<file path="src/rtl/fpx_pkg.sv">
package fpx_pkg;

  localparam int EXC_W = 5;

  // bit positions, also the order software sees
  localparam int EX_IX  = 0;
  localparam int EX_UF  = 1;
  localparam int EX_OF  = 2;
  localparam int EX_DZ  = 3;
  localparam int EX_INV = 4;

  typedef logic [EXC_W-1:0] exc_t;

  typedef enum logic {
    SEL_ENABLE = 1'b0,
    SEL_STICKY = 1'b1
  } reg_sel_e;

  // overflow/underflow traps supersede a separate inexact trap
  function automatic exc_t apply_precedence(exc_t hit);
    exc_t res;
    res = hit;
    if (hit[EX_OF] || hit[EX_UF]) begin
      res[EX_IX] = 1'b0;
    end
    return res;
  endfunction

endpackage

</file>
<file path="src/rtl/fpx_status_regs.sv">
module fpx_status_regs
  import fpx_pkg::*;
(
  input  logic clk,
  input  logic rst_n,
  input  logic wr_en,
  input  logic wr_sel,
  input  exc_t wr_data,
  input  logic accept,
  input  exc_t flags,
  input  exc_t sticky_add,
  output exc_t enable_q,
  output exc_t sticky_q,
  output exc_t curr_q
);

  exc_t enable_d;
  exc_t sticky_d;
  exc_t curr_d;
  exc_t sticky_base;
  logic en_we;
  logic st_we;

  always_comb begin
    en_we       = wr_en && (wr_sel == SEL_ENABLE);
    st_we       = wr_en && (wr_sel == SEL_STICKY);
    enable_d    = en_we ? wr_data : enable_q;
    sticky_base = st_we ? wr_data : sticky_q;
    sticky_d    = sticky_base | (accept ? sticky_add : '0);
    curr_d      = accept ? flags : curr_q;
  end

  always_ff @(posedge clk or negedge rst_n) begin
    if (!rst_n) begin
      enable_q <= '0;
      sticky_q <= '0;
      curr_q   <= '0;
    end else begin
      enable_q <= enable_d;
      sticky_q <= sticky_d;
      curr_q   <= curr_d;
    end
  end

endmodule

</file>
<file path="src/rtl/fpx_trap_eval.sv">
module fpx_trap_eval
  import fpx_pkg::*;
#(
  parameter int LEVEL_MODE = 0
) (
  input  logic accept,
  input  exc_t flags,
  input  exc_t enable_q,
  input  exc_t sticky_q,
  output logic raise,
  output exc_t cause,
  output exc_t sticky_add
);

  localparam bit IS_LEVEL = (LEVEL_MODE != 0);

  exc_t edge_hit;
  exc_t level_hit;
  exc_t hit;

  always_comb begin
    edge_hit   = accept ? (flags & enable_q) : '0;
    level_hit  = sticky_q & enable_q;
    hit        = IS_LEVEL ? level_hit : edge_hit;
    cause      = apply_precedence(hit);
    raise      = |hit;
    // level mode accrues every flag, edge mode only the untrapped ones
    sticky_add = IS_LEVEL ? flags : (flags & ~cause);
  end

endmodule

</file>
<file path="src/rtl/fpx_cause_latch.sv">
module fpx_cause_latch
  import fpx_pkg::*;
#(
  parameter int OP_W       = 4,
  parameter int FMT_W      = 2,
  parameter int LEVEL_MODE = 0
) (
  input  logic             clk,
  input  logic             rst_n,
  input  logic             raise,
  input  exc_t             cause,
  input  logic             accept,
  input  logic [OP_W-1:0]  op,
  input  logic [FMT_W-1:0] fmt,
  input  logic             ack,
  output logic             pend_q,
  output exc_t             cause_q,
  output logic [OP_W-1:0]  op_q,
  output logic [FMT_W-1:0] fmt_q
);

  localparam bit IS_LEVEL = (LEVEL_MODE != 0);

  logic             pend_d;
  exc_t             cause_d;
  logic [OP_W-1:0]  op_d;
  logic [FMT_W-1:0] fmt_d;
  logic [OP_W-1:0]  last_op_q;
  logic [OP_W-1:0]  last_op_d;
  logic [FMT_W-1:0] last_fmt_q;
  logic [FMT_W-1:0] last_fmt_d;
  logic [OP_W-1:0]  src_op;
  logic [FMT_W-1:0] src_fmt;
  logic             capture;
  logic             release_t;

  always_comb begin
    last_op_d  = accept ? op  : last_op_q;
    last_fmt_d = accept ? fmt : last_fmt_q;
    src_op     = IS_LEVEL ? last_op_q  : op;
    src_fmt    = IS_LEVEL ? last_fmt_q : fmt;
    capture    = !pend_q && raise;
    release_t  = pend_q && ack;

    pend_d  = pend_q;
    cause_d = cause_q;
    op_d    = op_q;
    fmt_d   = fmt_q;
    if (capture) begin
      pend_d  = 1'b1;
      cause_d = cause;
      op_d    = src_op;
      fmt_d   = src_fmt;
    end else if (release_t) begin
      pend_d  = 1'b0;
      cause_d = '0;
      op_d    = '0;
      fmt_d   = '0;
    end
  end

  always_ff @(posedge clk or negedge rst_n) begin
    if (!rst_n) begin
      pend_q     <= 1'b0;
      cause_q    <= '0;
      op_q       <= '0;
      fmt_q      <= '0;
      last_op_q  <= '0;
      last_fmt_q <= '0;
    end else begin
      pend_q     <= pend_d;
      cause_q    <= cause_d;
      op_q       <= op_d;
      fmt_q      <= fmt_d;
      last_op_q  <= last_op_d;
      last_fmt_q <= last_fmt_d;
    end
  end

endmodule

</file>
<file path="src/rtl/fpx_trap_ctrl.sv">
module fpx_trap_ctrl
  import fpx_pkg::*;
#(
  parameter int OP_W       = 4,
  parameter int FMT_W      = 2,
  parameter int LEVEL_MODE = 0
) (
  input  logic             clk,
  input  logic             rst_n,
  input  logic             inst_valid,
  input  logic [4:0]       inst_flags,
  input  logic [OP_W-1:0]  inst_op,
  input  logic [FMT_W-1:0] inst_fmt,
  output logic             inst_ready,
  input  logic             reg_wr_en,
  input  logic             reg_sel,
  input  logic [4:0]       reg_wdata,
  output logic [4:0]       exc_enable,
  output logic [4:0]       exc_sticky,
  output logic [4:0]       exc_current,
  output logic             trap_req,
  output logic [4:0]       trap_cause,
  output logic [OP_W-1:0]  trap_op,
  output logic [FMT_W-1:0] trap_fmt,
  input  logic             trap_ack
);

  logic accept;
  logic raise;
  exc_t cause;
  exc_t sticky_add;
  exc_t enable_q;
  exc_t sticky_q;
  exc_t curr_q;
  exc_t cause_q;
  logic pend_q;

  assign inst_ready = !pend_q;
  assign accept     = inst_valid && !pend_q;

  fpx_status_regs u_regs (
    .clk        (clk),
    .rst_n      (rst_n),
    .wr_en      (reg_wr_en),
    .wr_sel     (reg_sel),
    .wr_data    (reg_wdata),
    .accept     (accept),
    .flags      (inst_flags),
    .sticky_add (sticky_add),
    .enable_q   (enable_q),
    .sticky_q   (sticky_q),
    .curr_q     (curr_q)
  );

  fpx_trap_eval #(
    .LEVEL_MODE (LEVEL_MODE)
  ) u_eval (
    .accept     (accept),
    .flags      (inst_flags),
    .enable_q   (enable_q),
    .sticky_q   (sticky_q),
    .raise      (raise),
    .cause      (cause),
    .sticky_add (sticky_add)
  );

  fpx_cause_latch #(
    .OP_W       (OP_W),
    .FMT_W      (FMT_W),
    .LEVEL_MODE (LEVEL_MODE)
  ) u_latch (
    .clk     (clk),
    .rst_n   (rst_n),
    .raise   (raise),
    .cause   (cause),
    .accept  (accept),
    .op      (inst_op),
    .fmt     (inst_fmt),
    .ack     (trap_ack),
    .pend_q  (pend_q),
    .cause_q (cause_q),
    .op_q    (trap_op),
    .fmt_q   (trap_fmt)
  );

  assign exc_enable  = enable_q;
  assign exc_sticky  = sticky_q;
  assign exc_current = curr_q;
  assign trap_req    = pend_q;
  assign trap_cause  = cause_q;

endmodule

</file>
<file path="config.mk">
export PLATFORM = sky130hd
export DESIGN_NAME = fpx_trap_ctrl
export DESIGN_NICKNAME = d
export VERILOG_FILES = /design/src/rtl/fpx_pkg.sv /design/src/rtl/fpx_status_regs.sv /design/src/rtl/fpx_trap_eval.sv /design/src/rtl/fpx_cause_latch.sv /design/src/rtl/fpx_trap_ctrl.sv
export SDC_FILE = /design/constraint.sdc
export NUM_CORES = 1
export LEC_CHECK = 0
export ABC_CLOCK_PERIOD_IN_PS = 1650
export CORE_MARGIN = 2
export CORE_UTILIZATION = 35
export CTS_CLUSTER_DIAMETER = 80
export CTS_CLUSTER_SIZE = 16
export DETAILED_ROUTE_END_ITERATION = 12
export HOLD_SLACK_MARGIN = 0.05
export PLACE_DENSITY_LB_ADDON = 0.12
export SYNTH_ARGS = -nofsm -noshare
export SYNTH_HDL_FRONTEND = slang
export SYNTH_SLANG_ARGS = --single-unit
</file>
<file path="constraint.sdc">
create_clock -name clk -period 1.65 [get_ports clk]
set_input_delay 0.2475 -clock clk [delete_from_list [all_inputs] [get_ports clk]]
set_output_delay 0.2475 -clock clk [all_outputs]
set_load 0.05 [all_outputs]
</file>
# == Word-level counts from Yosys, hierarchy flattened ==
# Cells that the tools add are included.
# totals
reg_bits,27
output_inout_bits,28
# classes
n_mux,12
n_bitwise,5
n_reduce_logical,9
# ops
cell,count
2-to-1 mux 5 bit,5
bitwise AND 5 bit,2
2-to-1 mux 4 bit,2
logical AND 1 bit,5
inverter 5 bit,1
bitwise OR 5 bit,1
OR reduction 5 bit,1
2-to-1 mux 2 bit,2
2-to-1 mux 1 bit,3
nonzero test 2 bit,1
zero test 1 bit,1
logical OR 1 bit,1
inverter 1 bit,1

# == Logic depth before layout (Yosys ltp) ==
# Gate-level depths: netlist (run 1).
# depth
word_depth,9
depth_mapped,5
ltp_nobuf,3

# == By module ==
# Synthesis (run 1) repeated with hierarchy kept, for this count alone.
# unflattened
cells_unflattened,98
area_unflattened_um2,1350.0
# by_module_without_submodules
mod,instances,cells_per_inst,area_each_um2,seq_area_each_um2
fpx_status_regs,1,38,619.3,375.4
fpx_cause_latch,1,40,606.8,300.3
fpx_trap_eval,1,18,113.9,0.0
fpx_trap_ctrl,1,2,10.0,0.0

# == Worst setup path after synthesis (run 1) ==
# No wires, ideal clock.
# synth_timing
kind,register to register
startpoint,reg u_regs.enable_q[3]
endpoint,reg u_latch.fmt_q[0]
t_arrival_ns,1.485
path_slack_ns,0.032
stages_incl_launch_ff,5
period_less_slack_ns,1.618
path_cell_list,dfrtp_1 a222oi_1 and2_2 buf_6 o22ai_1
# synth_via
elab_chain_len,5
elab_cells_between_ends,6
classes_between,mux (2); bitwise (1); reduce/logical (3)
# synth_lines
element,line_no,source
start: declaration,fpx_status_regs.sv:12,"output exc_t enable_q,"
start signal: assignment,fpx_status_regs.sv:39,enable_q <= enable_d;
bitwise AND 5 bit *,fpx_trap_eval.sv:22,edge_hit = accept ? (flags & enable_q) : '0;
2-to-1 mux 5 bit *,fpx_trap_eval.sv:22,
OR reduction 5 bit *,fpx_trap_eval.sv:26,raise = |hit;
logical AND 1 bit *,fpx_cause_latch.sv:42,capture = !pend_q && raise;
2-to-1 mux 2 bit or nonzero test 2 bit (tied branches),--,
end signal: assignment,fpx_cause_latch.sv:74,fmt_q <= fmt_d;
end: declaration,fpx_cause_latch.sv:19,output logic [FMT_W-1:0] fmt_q
# Every way passes the cells marked *; elsewhere a longest branch is shown, timed or not.
# A chain may end at the register's enable or synchronous reset.

# == Final worst setup path (run 1) ==
# layout_timing
startpoint,reg u_latch.pend_q
endpoint,out inst_ready
# layout_via
elab_chain_len,1
# layout_lines
element,line_no,source
start: declaration,fpx_cause_latch.sv:16,"output logic pend_q,"
start signal: assignment,fpx_cause_latch.sv:71,pend_q <= pend_d;
zero test 1 bit,fpx_trap_ctrl.sv:38,assign inst_ready = !pend_q;
end: declaration,fpx_trap_ctrl.sv:14,"output logic inst_ready,"
# No other way between the ends.

==> impl_metrics.csv, run 1 <==
group,metric,value,unit
outcome,status,"complete, no violations",
clocking,clk_latency,310,ps
final_layout,postLayoutCoreUtil,54.0,%
place,dp.cells,221,
setup_path,worstPathArrival,1250,ps
final_layout,drive_gt1_share,29.1,%
setup_path,r2r_cells,4,
yosys,yosys_register_bits,27,
yosys,syn_nets,140,
timing,hold_viol,0,
setup_path,reg2reg_slack,250,ps
setup_path,cp_max_fo,9,
place,place_congestion,0.858,
detailed_routing,drc_errors,0,
final_layout,synthToLayoutAreaGrowth,50.0,%
place,hpwl,2300,µm
die,die_x,62.3,µm
clocking,post_cts_buffers,0,
global_routing,grt_max_degree,28,
setup_path,start_kind,"flip-flop",
die,pin_count,50,
clocking,cts_buffer_depth,2,
clocking,clock-sinks,27,
setup_path,critical_path_class,"reg2out",
clocking,ctsRootBufferMaster,"clkbuf_4",
final_layout,final_cells,225,
clocking,htreeDepth,1,
die,rows,21,
timing,setup_viol,0,
clocking,cts_tree,"done",
pwr,p_leak,0.833,nW
clocking,cts_made_buffers,3,
clocking,cts.clk_slew.worst_paths,140,ps
pwr,peakVddDrop,0.000584,V
timing,fin_skew,10.4,ps
global_routing,grt_overflow,0,
pwr,power.density,1370,nW/µm²
setup_path,cp_data_required_time,1400,ps
setup_path,reg2reg_to,"u_latch.op_q[3]",
yosys,synthCells,118,
clocking,cts_hold_buf,0,
min_path,worstHoldPathType,"in2async",
timing,fmax,668,MHz
timing,worst_pin_slew,341,ps
detailed_routing,avgRoutedWirePerCell,13.2,µm
timing,maxSlewViolCount,0,
final_layout,final_cell_mix,"38 x buf_4, 35 x nand2_1, 27 x dfrtp_1, 21 x clkdlybuf4s50_1, 8 x o21ai_0",
global_routing,grt_first_pass_wirelength,5020,µm
final_layout,layout_commonest_cell,"buf_4",
timing,fin_crit,1500,ps
detailed_routing,ant_nets,0,
setup_path,cp-end-kind,"output port",
setup_path,r2r-start,"u_regs.enable_q[3]",
yosys,ys_types,23,
yosys,synth-seq-area-share,56.7,%
detailed_routing,drtIter0Drc,64,
detailed_routing,drt-total-wl,2960,µm
global_routing,grt_antenna_before_repair,0,
detailed_routing,drtPass1Iterations,4,
clocking,ctsResizeCount,0,
yosys,synthesis.area,1190,µm²
die,die-height,62.3,µm
global_routing,grtUsageTotal,15.9,%
final_layout,num_antenna_cells,0,
die,dieArea,3890,µm²
die,start_util,36.0,%
detailed_routing,routed_via_density,4.84,
final_layout,nets,202,
global_routing,grt_pass1_vias,1118,
flow_run,max-cap-violations,0,
timing,max_slew_margin,77.3,%
place,io_buffers,49,
detailed_routing,vias,1088,
yosys,synth.avg_cell_area,10.1,µm²
timing,period_share,90.7,%
timing,fin_ws,153,ps
place,dp_slack,0.194,ps
die,core,3310,µm²
timing,grt_setup_unrepaired,"false",
yosys,yosysWarningCount,0,
final_layout,nFillCells,334,
timing,tns,0,ps
where the power goes:
part	switching [mW]	internal [mW]	total [mW]
registers	0.106	0.810	0.916
logic	0.825	0.436	1.26
clock network	0.183	0.0943	0.277
worst max path at each step:
stage | slack, ps | to | from
2_1_floorplan | 30 | u_latch.fmt_q[0] | u_regs.enable_q[3]
3_3_place_gp | -30 | u_latch.op_q[0] | inst_flags[3]
3_5_place_dp | 0.2 | u_latch.fmt_q[1] | inst_flags[3]
6_report | 150 | inst_ready | u_latch.pend_q
5_1_grt | 90 | inst_ready | u_latch.pend_q
4_1_cts | 140 | inst_ready | u_latch.pend_q
sequential cells by signal (all words and copies together) (netlist names):
name / count
u_regs.curr_q: 5
u_latch.fmt_q: 2
u_latch.pend_q: 1
u_regs.sticky_q: 5
u_regs.enable_q: 5
u_latch.op_q: 4
u_latch.cause_q: 5
layer usage:
layer	global-route usage [%]	vias up	routed length, µm
li1	-	537	-
met1	21.1	514	1290
met2	26.8	35	1450
met3	3.08	2	203
met4	4.17	0	13
met5	0	-	0
synth_stat cells:
cell	instances	area, µm²
nand2_1	35	131
dfrtp_1	27	676
o21ai_0	8	40.0
o22ai_1	7	43.8
mux2_2	6	67.6
inv_1	5	18.8
a2bb2oi_1	4	35.0
nand3_1	4	20.0
o311ai_0	4	35.0
nor2b_1	3	18.8
a22oi_1	2	15.0
clkbuf_1	2	7.51
a21boi_1	1	7.51
a21oi_1	1	5.00
a21oi_2	1	8.76
a222oi_1	1	10.0
a31o_2	1	8.76
and2_1	1	6.26
and2_2	1	7.51
buf_2	1	5.00
buf_6	1	11.3
nand2b_1	1	6.26
or2_1	1	6.26
through the flow:
stage / area (µm²) / power (mW) / hold WS (ps)
floorplan: 1190 / 1.72 / -48.1
global placement: 1760 / 2.18 / 469
detailed placement: 1760 / 2.20 / 475
CTS: 1790 / 2.47 / 304
global route: 1790 / 2.59 / 304
finish: 1790 / 2.45 / 285
worst max-delay path, stage by stage (launching register included):
cell     delay, ps
dfrtp_1        400
buf_4          170
inv_1          190
buf_12         170
cell families after synthesis:
kind of cell | after synthesis | synth area share, %
compound gates | 30 | 17.5
simple gates | 46 | 16.5
buf+inv | 9 | 3.57
mux | 6 | 5.67
flops | 27 | 56.7
layout make-up:
cell class,instances,area [µm²],share of cell area [%]
clock buffer,4,26.3,1.47
inverter,5,18.8,1.05
multi-input combinational,82,473,26.5
sequential,27,676,37.8
tap,46,57.6,3.22
timing repair buffer,61,536,30.0
Note: power is estimated with default switching activity, not from simulation.
==> run 2: changes to the inputs <==
CTS_BUF_LIST = sky130_fd_sc_hd__clkbuf_4   (was not set)
==> run 2 against run 1 <==
Compared with the run above: via count fell by 0.18%; total power up 0.74%; fmax about the same; wire length grew 0.34%; cell area grew 0.21%; clock power rose by 6%; critical path type unchanged; highest routed layer unchanged.
==> impl_metrics.csv, run 2 (synthesized netlist as in run 1, its figures left out) <==
group,metric,value,unit
pwr,p_leak,0.837,nW
timing,fmax,668,MHz
global_routing,grt_use_met3,3.08,%
detailed_routing,routed_via_density,4.83,
place,dp.cells,221,
min_path,worstHoldPathType,"in2async",
setup_path,start_kind,"flip-flop",
timing,fin_skew,7.44,ps
final_layout,num_antenna_cells,0,
timing,setup_viol,0,
clocking,cts.clk_slew.worst_paths,140,ps
final_layout,final_cell_area,1790,µm²
clocking,cts_buffer_depth,2,
final_layout,final_cell_mix,"38 x buf_4, 35 x nand2_1, 27 x dfrtp_1, 21 x clkdlybuf4s50_1, 8 x o21ai_0",
clocking,cts_tree,"done",
place,place_congestion,0.858,
final_layout,final_cells,225,
timing,period_share,90.7,%
die,start_util,36.0,%
die,pin_count,50,
final_layout,nFillCells,333,
global_routing,grtUsageTotal,16.1,%
clocking,htreeDepth,1,
setup_path,cp_data_required_time,1400,ps
die,die-height,62.3,µm
global_routing,grtUsageMet1,20.8,%
setup_path,worstPathArrival,1250,ps
timing,grt_setup_unrepaired,"false",
place,hpwl,2300,µm
clocking,clock-sinks,27,
timing,hold_viol,0,
clocking,clk_latency,320,ps
global_routing,top_usage_layer,"met2",
outcome,status,"complete, no violations",
clocking,cts_hold_buf,0,
clocking,ctsResizeCount,0,
place,io_buffers,49,
die,rows,21,
clocking,cts_made_buffers,3,
detailed_routing,drt-total-wl,2970,µm
final_layout,postLayoutCoreUtil,54.1,%
timing,max_slew_margin,78.0,%
setup_path,critical_path_class,"reg2out",
setup_path,cp_max_fo,9,
final_layout,layout_commonest_cell,"buf_4",
final_layout,regArea,676,µm²
final_layout,drive_gt1_share,29.6,%
final_layout,nets,202,
global_routing,grt_pass1_vias,1121,
pwr,peakVddDrop,0.000585,V
clocking,post_cts_buffers,0,
detailed_routing,vias,1086,
setup_path,cp-end-kind,"output port",
global_routing,grt_overflow,0,
detailed_routing,drtPass1Iterations,4,
pwr,power.density,1380,nW/µm²
die,die_x,62.3,µm
detailed_routing,avgRoutedWirePerCell,13.2,µm
global_routing,grt_antenna_before_repair,0,
detailed_routing,ant_nets,0,
detailed_routing,drc_errors,0,
die,dieArea,3890,µm²
timing,fin_crit,1500,ps
detailed_routing,drtIter0Drc,82,
setup_path,reg2reg_slack,250,ps
die,core,3310,µm²
timing,worst_pin_slew,325,ps
place,placed_area,1760,µm²
global_routing,grt_max_degree,28,
clocking,ctsRootBufferMaster,"clkbuf_4",
final_layout,multiInputGateArea,473,µm²
global_routing,grt_first_pass_wirelength,5030,µm
final_layout,synthToLayoutAreaGrowth,50.3,%
flow_run,max-cap-violations,0,
timing,maxSlewViolCount,0,
global_routing,use_met2,26.9,%
-- run 2: report_power, final --
group | total [mW] | leakage, nW | switching (mW) | internal, mW
Clock | 0.295 | 0.0184 | 0.184 | 0.111
Sequential | 0.915 | 0.333 | 0.106 | 0.810
Combinational | 1.26 | 0.485 | 0.826 | 0.436
-- run 2: path summary, 6_finish.rpt --
path                                      endpoint  depth (start not counted)               start
max in group asynchronous       u_regs.sticky_q[3]                          2               rst_n
worst min register to register    u_regs.curr_q[3]                          2    u_regs.curr_q[3]
min in group clk                   u_latch.op_q[0]                          3          inst_op[0]
worst min-delay path              u_regs.curr_q[1]                          2               rst_n
worst max-delay path                    inst_ready                          3      u_latch.pend_q
worst max register to register     u_latch.op_q[3]                          4  u_regs.enable_q[3]
-- run 2: layer usage --
layer / vias to the layer above / share of wire [%]
met5: - / 0
met4: 0 / 0.44
met2: 29 / 50
li1: 537 / -
met3: 2 / 5.9
met1: 518 / 44
-- run 2: layout make-up --
type	count	area share, %
clock buffers	4	1.68
inverters	5	1.05
multi-input cells	82	26.4
flip-flops and latches	27	37.7
well taps	46	3.21
repair buffers	61	29.9
-- run 2: through the flow --
stage          setup TNS [ps]  setup slack [ps]  hold WS, ps  power, mW
2_1_floorplan               0              31.6        -48.1       1.72
3_3_place_gp             -176             -31.1          469       2.18
3_5_place_dp                0             0.194          475       2.20
4_1_cts                     0               126          291       2.50
5_1_grt                     0              87.9          303       2.61
6_report                    0               154          282       2.47
-- run 2: critical path, cell delays in order (launching register included) --
cell and delay [ps]:
dfrtp_1 400, buf_4 170, inv_1 190, buf_12 170
==> run 3: changes to the inputs <==
GPL_ROUTABILITY_DRIVEN = 0   (was not set)
==> results of run 3 <==
No change in the layout: final DEF, timing and power equal those of run 2.
